## src/rtl/zol_pkg.sv

```systemverilog
package zol_pkg;

   // loop sequencing state
   typedef enum logic {
      ZOL_IDLE = 1'b0,
      ZOL_RUN  = 1'b1
   } zol_state_e;

   // passes selected by a count of zero when the wide option is on
   function automatic int unsigned zol_max_passes(input int unsigned cnt_w);
      return 32'd1 << cnt_w;
   endfunction

endpackage

```

## src/rtl/zol_loop_regs.sv

```systemverilog
module zol_loop_regs #(
   parameter int PC_W = 16
) (
   input  logic            clk,
   input  logic            rst_n,
   input  logic            load_i,
   input  logic [PC_W-1:0] pc_i,
   input  logic [PC_W-1:0] end_i,
   output logic [PC_W-1:0] top_pc_o,
   output logic [PC_W-1:0] end_pc_o
);

   localparam logic [PC_W-1:0] PC_STEP = PC_W'(1);

   logic [PC_W-1:0] top_q;
   logic [PC_W-1:0] end_q;

   always_ff @(posedge clk or negedge rst_n) begin
      if (!rst_n) begin
         top_q <= '0;
         end_q <= '0;
      end else if (load_i) begin
         top_q <= pc_i + PC_STEP;
         end_q <= end_i;
      end
   end

   assign top_pc_o = top_q;
   assign end_pc_o = end_q;

   // recorded body top is the address following the start instruction
   assert_top_follows_start_R1 : assert property (@(posedge clk) disable iff (!rst_n)
      load_i |=> (top_pc_o == $past(pc_i) + PC_STEP));

   // a reload replaces the end address
   assert_end_reload_R8 : assert property (@(posedge clk) disable iff (!rst_n)
      load_i |=> (end_pc_o == $past(end_i)));

   // both registers hold steady without a load
   assert_regs_hold_R8 : assert property (@(posedge clk) disable iff (!rst_n)
      !load_i |=> ($stable(top_pc_o) && $stable(end_pc_o)));

endmodule

```

## src/rtl/zol_pass_counter.sv

```systemverilog
module zol_pass_counter #(
   parameter int CNT_W       = 8,
   parameter bit ZERO_IS_MAX = 1'b1
) (
   input  logic             clk,
   input  logic             rst_n,
   input  logic             load_i,
   input  logic [CNT_W-1:0] load_cnt_i,
   input  logic             step_i,
   output logic             last_o
);

   localparam int             REM_W   = CNT_W + 1;
   localparam logic [REM_W-1:0] REM_ONE = REM_W'(1);
   localparam logic [REM_W-1:0] REM_MAX = REM_ONE << CNT_W;

   logic [REM_W-1:0] rem_q;
   logic [REM_W-1:0] load_val;
   logic             cnt_zero;

   assign cnt_zero = (load_cnt_i == '0);

   generate
      if (ZERO_IS_MAX) begin : g_zero_max
         assign load_val = cnt_zero ? REM_MAX : {1'b0, load_cnt_i};
      end else begin : g_zero_one
         assign load_val = cnt_zero ? REM_ONE : {1'b0, load_cnt_i};
      end
   endgenerate

   always_ff @(posedge clk or negedge rst_n) begin
      if (!rst_n) begin
         rem_q <= REM_ONE;
      end else if (load_i) begin
         rem_q <= load_val;
      end else if (step_i) begin
         rem_q <= rem_q - REM_ONE;
      end
   end

   assign last_o = (rem_q == REM_ONE);

   // the remaining-pass count never underflows to zero
   assert_rem_nonzero_R4 : assert property (@(posedge clk) disable iff (!rst_n)
      rem_q != '0);

   // the sequencer never steps the counter on its final pass
   assert_no_step_on_last_R4 : assert property (@(posedge clk) disable iff (!rst_n)
      (step_i && !load_i) |-> !last_o);

   generate
      if (ZERO_IS_MAX) begin : g_chk_max
         // a zero count arms the full range of passes
         assert_zero_loads_max_R5 : assert property (@(posedge clk) disable iff (!rst_n)
            (load_i && cnt_zero) |=> (rem_q == REM_MAX));
      end
   endgenerate

endmodule

```

## src/rtl/zol_pc_select.sv

```systemverilog
module zol_pc_select #(
   parameter int PC_W = 16
) (
   input  logic            clk,
   input  logic            rst_n,
   input  logic [PC_W-1:0] pc_i,
   input  logic            redirect_i,
   input  logic [PC_W-1:0] target_i,
   output logic [PC_W-1:0] next_pc_o
);

   localparam logic [PC_W-1:0] PC_STEP = PC_W'(1);

   logic [PC_W-1:0] seq_pc;

   assign seq_pc    = pc_i + PC_STEP;
   assign next_pc_o = redirect_i ? target_i : seq_pc;

   // no redirect means sequential fetch
   assert_seq_fetch_R3 : assert property (@(posedge clk) disable iff (!rst_n)
      !redirect_i |-> (next_pc_o == pc_i + PC_STEP));

endmodule

```

## src/rtl/zol_ctrl.sv

```systemverilog
module zol_ctrl #(
   parameter int PC_W        = 16,
   parameter int CNT_W       = 8,
   parameter bit ZERO_IS_MAX = 1'b1
) (
   input  logic             clk,
   input  logic             rst_n,
   input  logic [PC_W-1:0]  pc_i,
   input  logic             start_i,
   input  logic [PC_W-1:0]  end_addr_i,
   input  logic [CNT_W-1:0] count_i,
   input  logic             exit_i,
   output logic [PC_W-1:0]  next_pc_o,
   output logic             loop_active_o
);

   import zol_pkg::*;

   localparam logic [PC_W-1:0] PC_STEP = PC_W'(1);

   generate
      if (PC_W < 2 || PC_W > 64) begin : g_bad_pc_w
         $error("zol_ctrl: PC_W must lie in 2..64");
      end
      if (CNT_W < 1 || CNT_W > 16) begin : g_bad_cnt_w
         $error("zol_ctrl: CNT_W must lie in 1..16");
      end
      if (zol_max_passes(CNT_W) < 2) begin : g_bad_range
         $error("zol_ctrl: pass range too small");
      end
   endgenerate

   zol_state_e      state_q;
   zol_state_e      state_d;
   logic [PC_W-1:0] top_pc;
   logic [PC_W-1:0] end_pc;
   logic            last_pass;
   logic            at_end;
   logic            loop_back;
   logic            fall_out;

   assign at_end    = (state_q == ZOL_RUN) && (pc_i == end_pc) && !start_i;
   assign loop_back = at_end && !last_pass && !exit_i;
   assign fall_out  = at_end && (last_pass || exit_i);

   always_comb begin
      state_d = state_q;
      if (start_i) begin
         state_d = ZOL_RUN;
      end else if (fall_out) begin
         state_d = ZOL_IDLE;
      end
   end

   always_ff @(posedge clk or negedge rst_n) begin
      if (!rst_n) begin
         state_q <= ZOL_IDLE;
      end else begin
         state_q <= state_d;
      end
   end

   assign loop_active_o = (state_q == ZOL_RUN);

   zol_loop_regs #(
      .PC_W (PC_W)
   ) u_regs (
      .clk      (clk),
      .rst_n    (rst_n),
      .load_i   (start_i),
      .pc_i     (pc_i),
      .end_i    (end_addr_i),
      .top_pc_o (top_pc),
      .end_pc_o (end_pc)
   );

   zol_pass_counter #(
      .CNT_W       (CNT_W),
      .ZERO_IS_MAX (ZERO_IS_MAX)
   ) u_count (
      .clk        (clk),
      .rst_n      (rst_n),
      .load_i     (start_i),
      .load_cnt_i (count_i),
      .step_i     (loop_back),
      .last_o     (last_pass)
   );

   zol_pc_select #(
      .PC_W (PC_W)
   ) u_sel (
      .clk        (clk),
      .rst_n      (rst_n),
      .pc_i       (pc_i),
      .redirect_i (loop_back),
      .target_i   (top_pc),
      .next_pc_o  (next_pc_o)
   );

   // a start command activates the loop at the next edge
   assert_start_activates_R1 : assert property (@(posedge clk) disable iff (!rst_n)
      start_i |=> loop_active_o);

   // the start cycle itself fetches sequentially
   assert_start_seq_R1 : assert property (@(posedge clk) disable iff (!rst_n)
      start_i |-> (next_pc_o == pc_i + PC_STEP));

   // the flag drops right after the final end-address cycle
   assert_fall_clears_R6 : assert property (@(posedge clk) disable iff (!rst_n)
      fall_out |=> !loop_active_o);

   // the flag only rises through a start command
   assert_rise_needs_start_R6 : assert property (@(posedge clk) disable iff (!rst_n)
      $rose(loop_active_o) |-> $past(start_i));

   // nothing redirects while idle
   assert_idle_seq_R9 : assert property (@(posedge clk) disable iff (!rst_n)
      !loop_active_o |-> (next_pc_o == pc_i + PC_STEP));

   // exit away from the end address keeps the loop running
   assert_exit_off_end_R7 : assert property (@(posedge clk) disable iff (!rst_n)
      (loop_active_o && exit_i && !start_i && (pc_i != end_pc)) |=> loop_active_o);

endmodule

```

## config.mk

```make
export PLATFORM = sky130hd
export DESIGN_NAME = zol_ctrl
export DESIGN_NICKNAME = d
export VERILOG_FILES = /design/src/rtl/zol_pkg.sv /design/src/rtl/zol_loop_regs.sv /design/src/rtl/zol_pass_counter.sv /design/src/rtl/zol_pc_select.sv /design/src/rtl/zol_ctrl.sv
export SDC_FILE = /design/constraint.sdc
export NUM_CORES = 1
export LEC_CHECK = 0
export BUFFER_PORTS_ARGS = -buffer_cell sky130_fd_sc_hd__buf_4
export CORE_ASPECT_RATIO = 2
export CORE_MARGIN = 2
export CORE_UTILIZATION = 53
export DETAILED_ROUTE_END_ITERATION = 12
export PLACE_DENSITY = 0.79
export SLEW_MARGIN = 15
export SYNTH_ARGS = -nofsm -noshare
export SYNTH_HDL_FRONTEND = slang
export SYNTH_SLANG_ARGS = --single-unit
```

## constraint.sdc

```tcl
create_clock -name clk -period 2.69 [get_ports clk]
set_input_delay 0.4035 -clock clk [delete_from_list [all_inputs] [get_ports clk]]
set_output_delay 0.4035 -clock clk [all_outputs]
set_load 0.02 [all_outputs]
```

==> summary.txt <==
Timing
  • Shortest clock period the worst path allows after layout: 2.64 ns
  • Setup repair after global routing missed its margin: yes
  • Final setup violation count: 0
  • Achievable frequency: 378 MHz
  • Slew at the pin with the worst max-slew slack: 0.653 ns
  • Setup slack of the critical path after layout: 0.0461 ns
  • Slew Viols, Final: 0
  • Fin. Hold Viols: 0
  • Fin Clk Skew: 0.00629 ns
  • Fraction of the cycle the final worst path needs: 98.3%
  • Worst slew margin relative to its limit: 56.4%

Synthesis
  • Synth warnings: 0
  • Post-synthesis mux area share: 19.5%
  • Dominant combinational cell family by area after synthesis: multiplexers
  • Synth Instances: 238
  • Biggest area contributors in the synthesized netlist: sky130_fd_sc_hd__dfrtp_1, sky130_fd_sc_hd__mux2_2, sky130_fd_sc_hd__xor2_1
  • Cell area after synthesis: 2470 um2
  • Register bit count reported by yosys: 42
  • Mean instance size in the synthesized netlist: 10.4 um2
  • Adder and majority gate portion of the synthesized area: 1.52%
  • Simple-gate portion of the synthesized area: 17.3%
  • Number of enable-type register cells in the synthesized netlist: 0
  • Complex-gate fraction of the synthesized area: 5.48%
  • Post-synthesis xor/xnor area fraction: 10.6%
  • Most frequently used flop master after synthesis: sky130_fd_sc_hd__dfrtp_1
  • Sequential-to-total area share from yosys stat: 42.6%
  • Synth async-reset ratio: 100%
  • Post-synthesis cell type count: 38
  • Cell types with the highest counts after synthesis: sky130_fd_sc_hd__dfrtp_1, sky130_fd_sc_hd__mux2_2, sky130_fd_sc_hd__nor2_1
  • Post-Syn Nets: 285
  • Share of Yosys cell area claimed by the top area cell type: 41.6%
  • Largest area contributor in the netlist: sky130_fd_sc_hd__dfrtp_1

Placement
  • Detail Placement HPWL: 4.47 mm
  • Last weighted congestion value of the routability-driven placer: 0.934
  • Number of port buffers: 60
  • Pre-CTS worst setup slack: 0.141 ns

Global routing
  • Global route total overflow: 0
  • Via count of the first global-routing pass: 2141
  • Overall fraction of global-route tracks in use: 24.5%
  • Wire length of the first global-routing pass: 9.49 mm
  • Maximum number of pins on one net before global-route repair: 43
  • Initial antenna violation count: 0

Critical path
  • Crit-path max cell delay: 0.38 ns
  • Slack of the worst reg-to-reg path: 0.56 ns
  • Depth of the worst register-to-register path: 8
  • Worst path arrival time: 2.24 ns
  • CP required: 2.29 ns
  • Buffers & Inverters on Critical Path: 3
  • Maximum fanout count along the critical path: 16
  • Critical-path cell list: inv_1 -> ha_1 -> nor4b_2 -> a21bo_2 -> nor3_2 -> buf_12 -> mux2_2 -> buf_4
  • Element type at the critical path end: output port
  • Sort of element at the start of the critical path: flop
  • Critical path start-end classification: reg -> out
  • Reg2Reg Launch Point: u_count.rem_q[1]
  • Critical path's top delay family: buffers and inverters
  • Worst r2r dst: u_count.rem_q[4]
  • Slowest-stage cell, CP: sky130_fd_sc_hd__dfrtp_1

Clock network
  • Source-to-sink clock delay at the later pin of the worst-skew pair: 0.29 ns
  • Depth of the CTS H-tree: 2
  • Clk root buf: sky130_fd_sc_hd__clkbuf_8
  • Number of clock buffers inserted by TritonCTS: 5
  • Clock transition time at the flip-flop clock pins of the worst setup and hold paths: 0.07 ns
  • TritonCTS clock tree: built
  • Hold bufs inserted after CTS: 0
  • Maximum clock path buffer count: 2
  • Number of sinks driven by the clock tree: 42
  • Post-cts gate resize count: 2
  • Setup fix buffers added after clock tree synthesis: 0

Detailed routing
  • Total detailed-routing wirelength: 5.74 mm
  • Number of optimization iterations in the first detailed-route pass: 4
  • Routed wire length per instance: 16.0 um
  • Antenna-violating nets left: 0
  • DRC violation count after routing: 0
  • Total via count after detailed routing: 2039
  • Number of design-rule violations left by the first detailed-router iteration: 36
  • Number of vias per cell: 5.70

Finish
  • Net total in the final layout: 349
  • Finished Core Util: 68.2%
  • P&R area growth vs syn: 25.9%
  • Proportion of layout cells with a drive suffix above 1: 39.9%
  • Number of diodes added for antenna fixing: 0

Power
  • Largest vdd supply drop: 378 uV
  • Total Power Consumption: 1.42 mW
  • Cell leakage power: 1.34 nW
  • Total power density per cell area: 457 nW/um2

Run status
  • Outcome: complete, no violations

Flow run
  • Number of maximum-capacitance constraint violations: 0

Floorplan
  • Total die area: 5250 um2
  • Die Span Y: 100 um
  • Area of the core: 4550 um2
  • Count of boundary I/O pins: 61
  • Chip Width: 52.2 um
  • Initial Utilization: 54.2%
  • Placement row count: 35

Worst hold path
  • Worst Hold Class: in -> async
routing by layer:
metal	part of all wire [%]	routed length [um]	vias to the layer above	track usage, %
met2	55	3170	65	44.2
met1	37	2100	983	25.4
met5	0	0	-	0
met3	3.7	211	19	3.71
li1	-	-	972	-
met4	4.4	255	0	14.6
area by class of cell:
type,instances,area [um2]
timing repair buffer,68,523
tap,55,68.8
multi-input combinational,180,1360
fill,386,1450
sequential,42,1050
inverter,5,18.8
clock buffer,8,80.1
per-stage QoR:
| step | hold WS, ns | TNS, ns | std cells | area (um2) |
|---|---|---|---|---|
| finish | 0.0970 | 0 | 358 | 3110 |
| global route | 0.139 | -0.684 | 358 | 3110 |
| CTS | 0.110 | 0 | 358 | 3100 |
| detailed placement | 0.419 | 0 | 350 | 3010 |
| global placement | 0.423 | 0 | 350 | 3010 |
| floorplan | 0.108 | 0 | 238 | 2470 |
report_power, final:
group	switching [mW]	internal, mW
Combinational	0.149	0.156
Clock	0.195	0.184
Sequential	0.0415	0.693
how the worst max path moves through the flow:
stage | slack (ns) | cells after the start | end | startpoint
3_3_place_gp | 0.09 | 8 | next_pc_o[13] | pc_i[8]
4_1_cts | 0.02 | 8 | next_pc_o[13] | u_count.rem_q[1]
5_1_grt | -0.06 | 8 | next_pc_o[13] | u_count.rem_q[1]
6_report | 0.05 | 8 | next_pc_o[13] | u_count.rem_q[1]
3_5_place_dp | 0.14 | 8 | next_pc_o[13] | pc_i[8]
2_1_floorplan | 0.21 | 8 | next_pc_o[0] | u_count.rem_q[1]
worst reg2reg max path, stage by stage, from the launching register on:
cell and delay (ns):
sky130_fd_sc_hd__dfrtp_1 0.38, sky130_fd_sc_hd__inv_1 0.07, sky130_fd_sc_hd__ha_1 0.18, sky130_fd_sc_hd__nor4b_2 0.17, sky130_fd_sc_hd__a21bo_2 0.24, sky130_fd_sc_hd__buf_4 0.17, sky130_fd_sc_hd__or3_1 0.37, sky130_fd_sc_hd__or3_1 0.31
sky130_fd_sc_hd__a31oi_1 0.17
kinds of logic (layout without fill, tap and decap cells):
logic type      count (synthesis)  count (layout)
xor+xnor                       30              30
compound gates                 21              21
simple gates                   83              83
buf+inv                        16              81
fa+ha+maj                       3               3
mux                            43              43
flops                          42              42
placed cells by master (no fill, tap or decap), types with 3 or more instances in the layout:
cell	Yosys	layout
sky130_fd_sc_hd__nand4_1	3	3
sky130_fd_sc_hd__or4_1	4	4
sky130_fd_sc_hd__buf_4	0	67
sky130_fd_sc_hd__or3_1	6	6
sky130_fd_sc_hd__xnor2_1	5	5
sky130_fd_sc_hd__nor4_1	8	6
sky130_fd_sc_hd__mux2_2	41	41
sky130_fd_sc_hd__nand3_1	8	8
sky130_fd_sc_hd__nand2_1	9	9
sky130_fd_sc_hd__a31oi_1	7	7
sky130_fd_sc_hd__xor2_1	25	25
sky130_fd_sc_hd__nor2_1	27	27
sky130_fd_sc_hd__inv_1	5	5
sky130_fd_sc_hd__ha_1	3	3
sky130_fd_sc_hd__nor3_1	7	7
sky130_fd_sc_hd__dfrtp_1	41	41
sky130_fd_sc_hd__clkbuf_1	5	3
sky130_fd_sc_hd__clkbuf_8	0	5
sky130_fd_sc_hd__o21ai_0	6	6
flip-flops by register name, summed over array words and instances (netlist names):
| register | flops |
|---|---|
| loop_active_o | 1 |
| u_regs.end_pc_o | 16 |
| u_regs.top_pc_o | 16 |
| u_count.rem_q | 9 |
(Power assumes the default switching activity.)
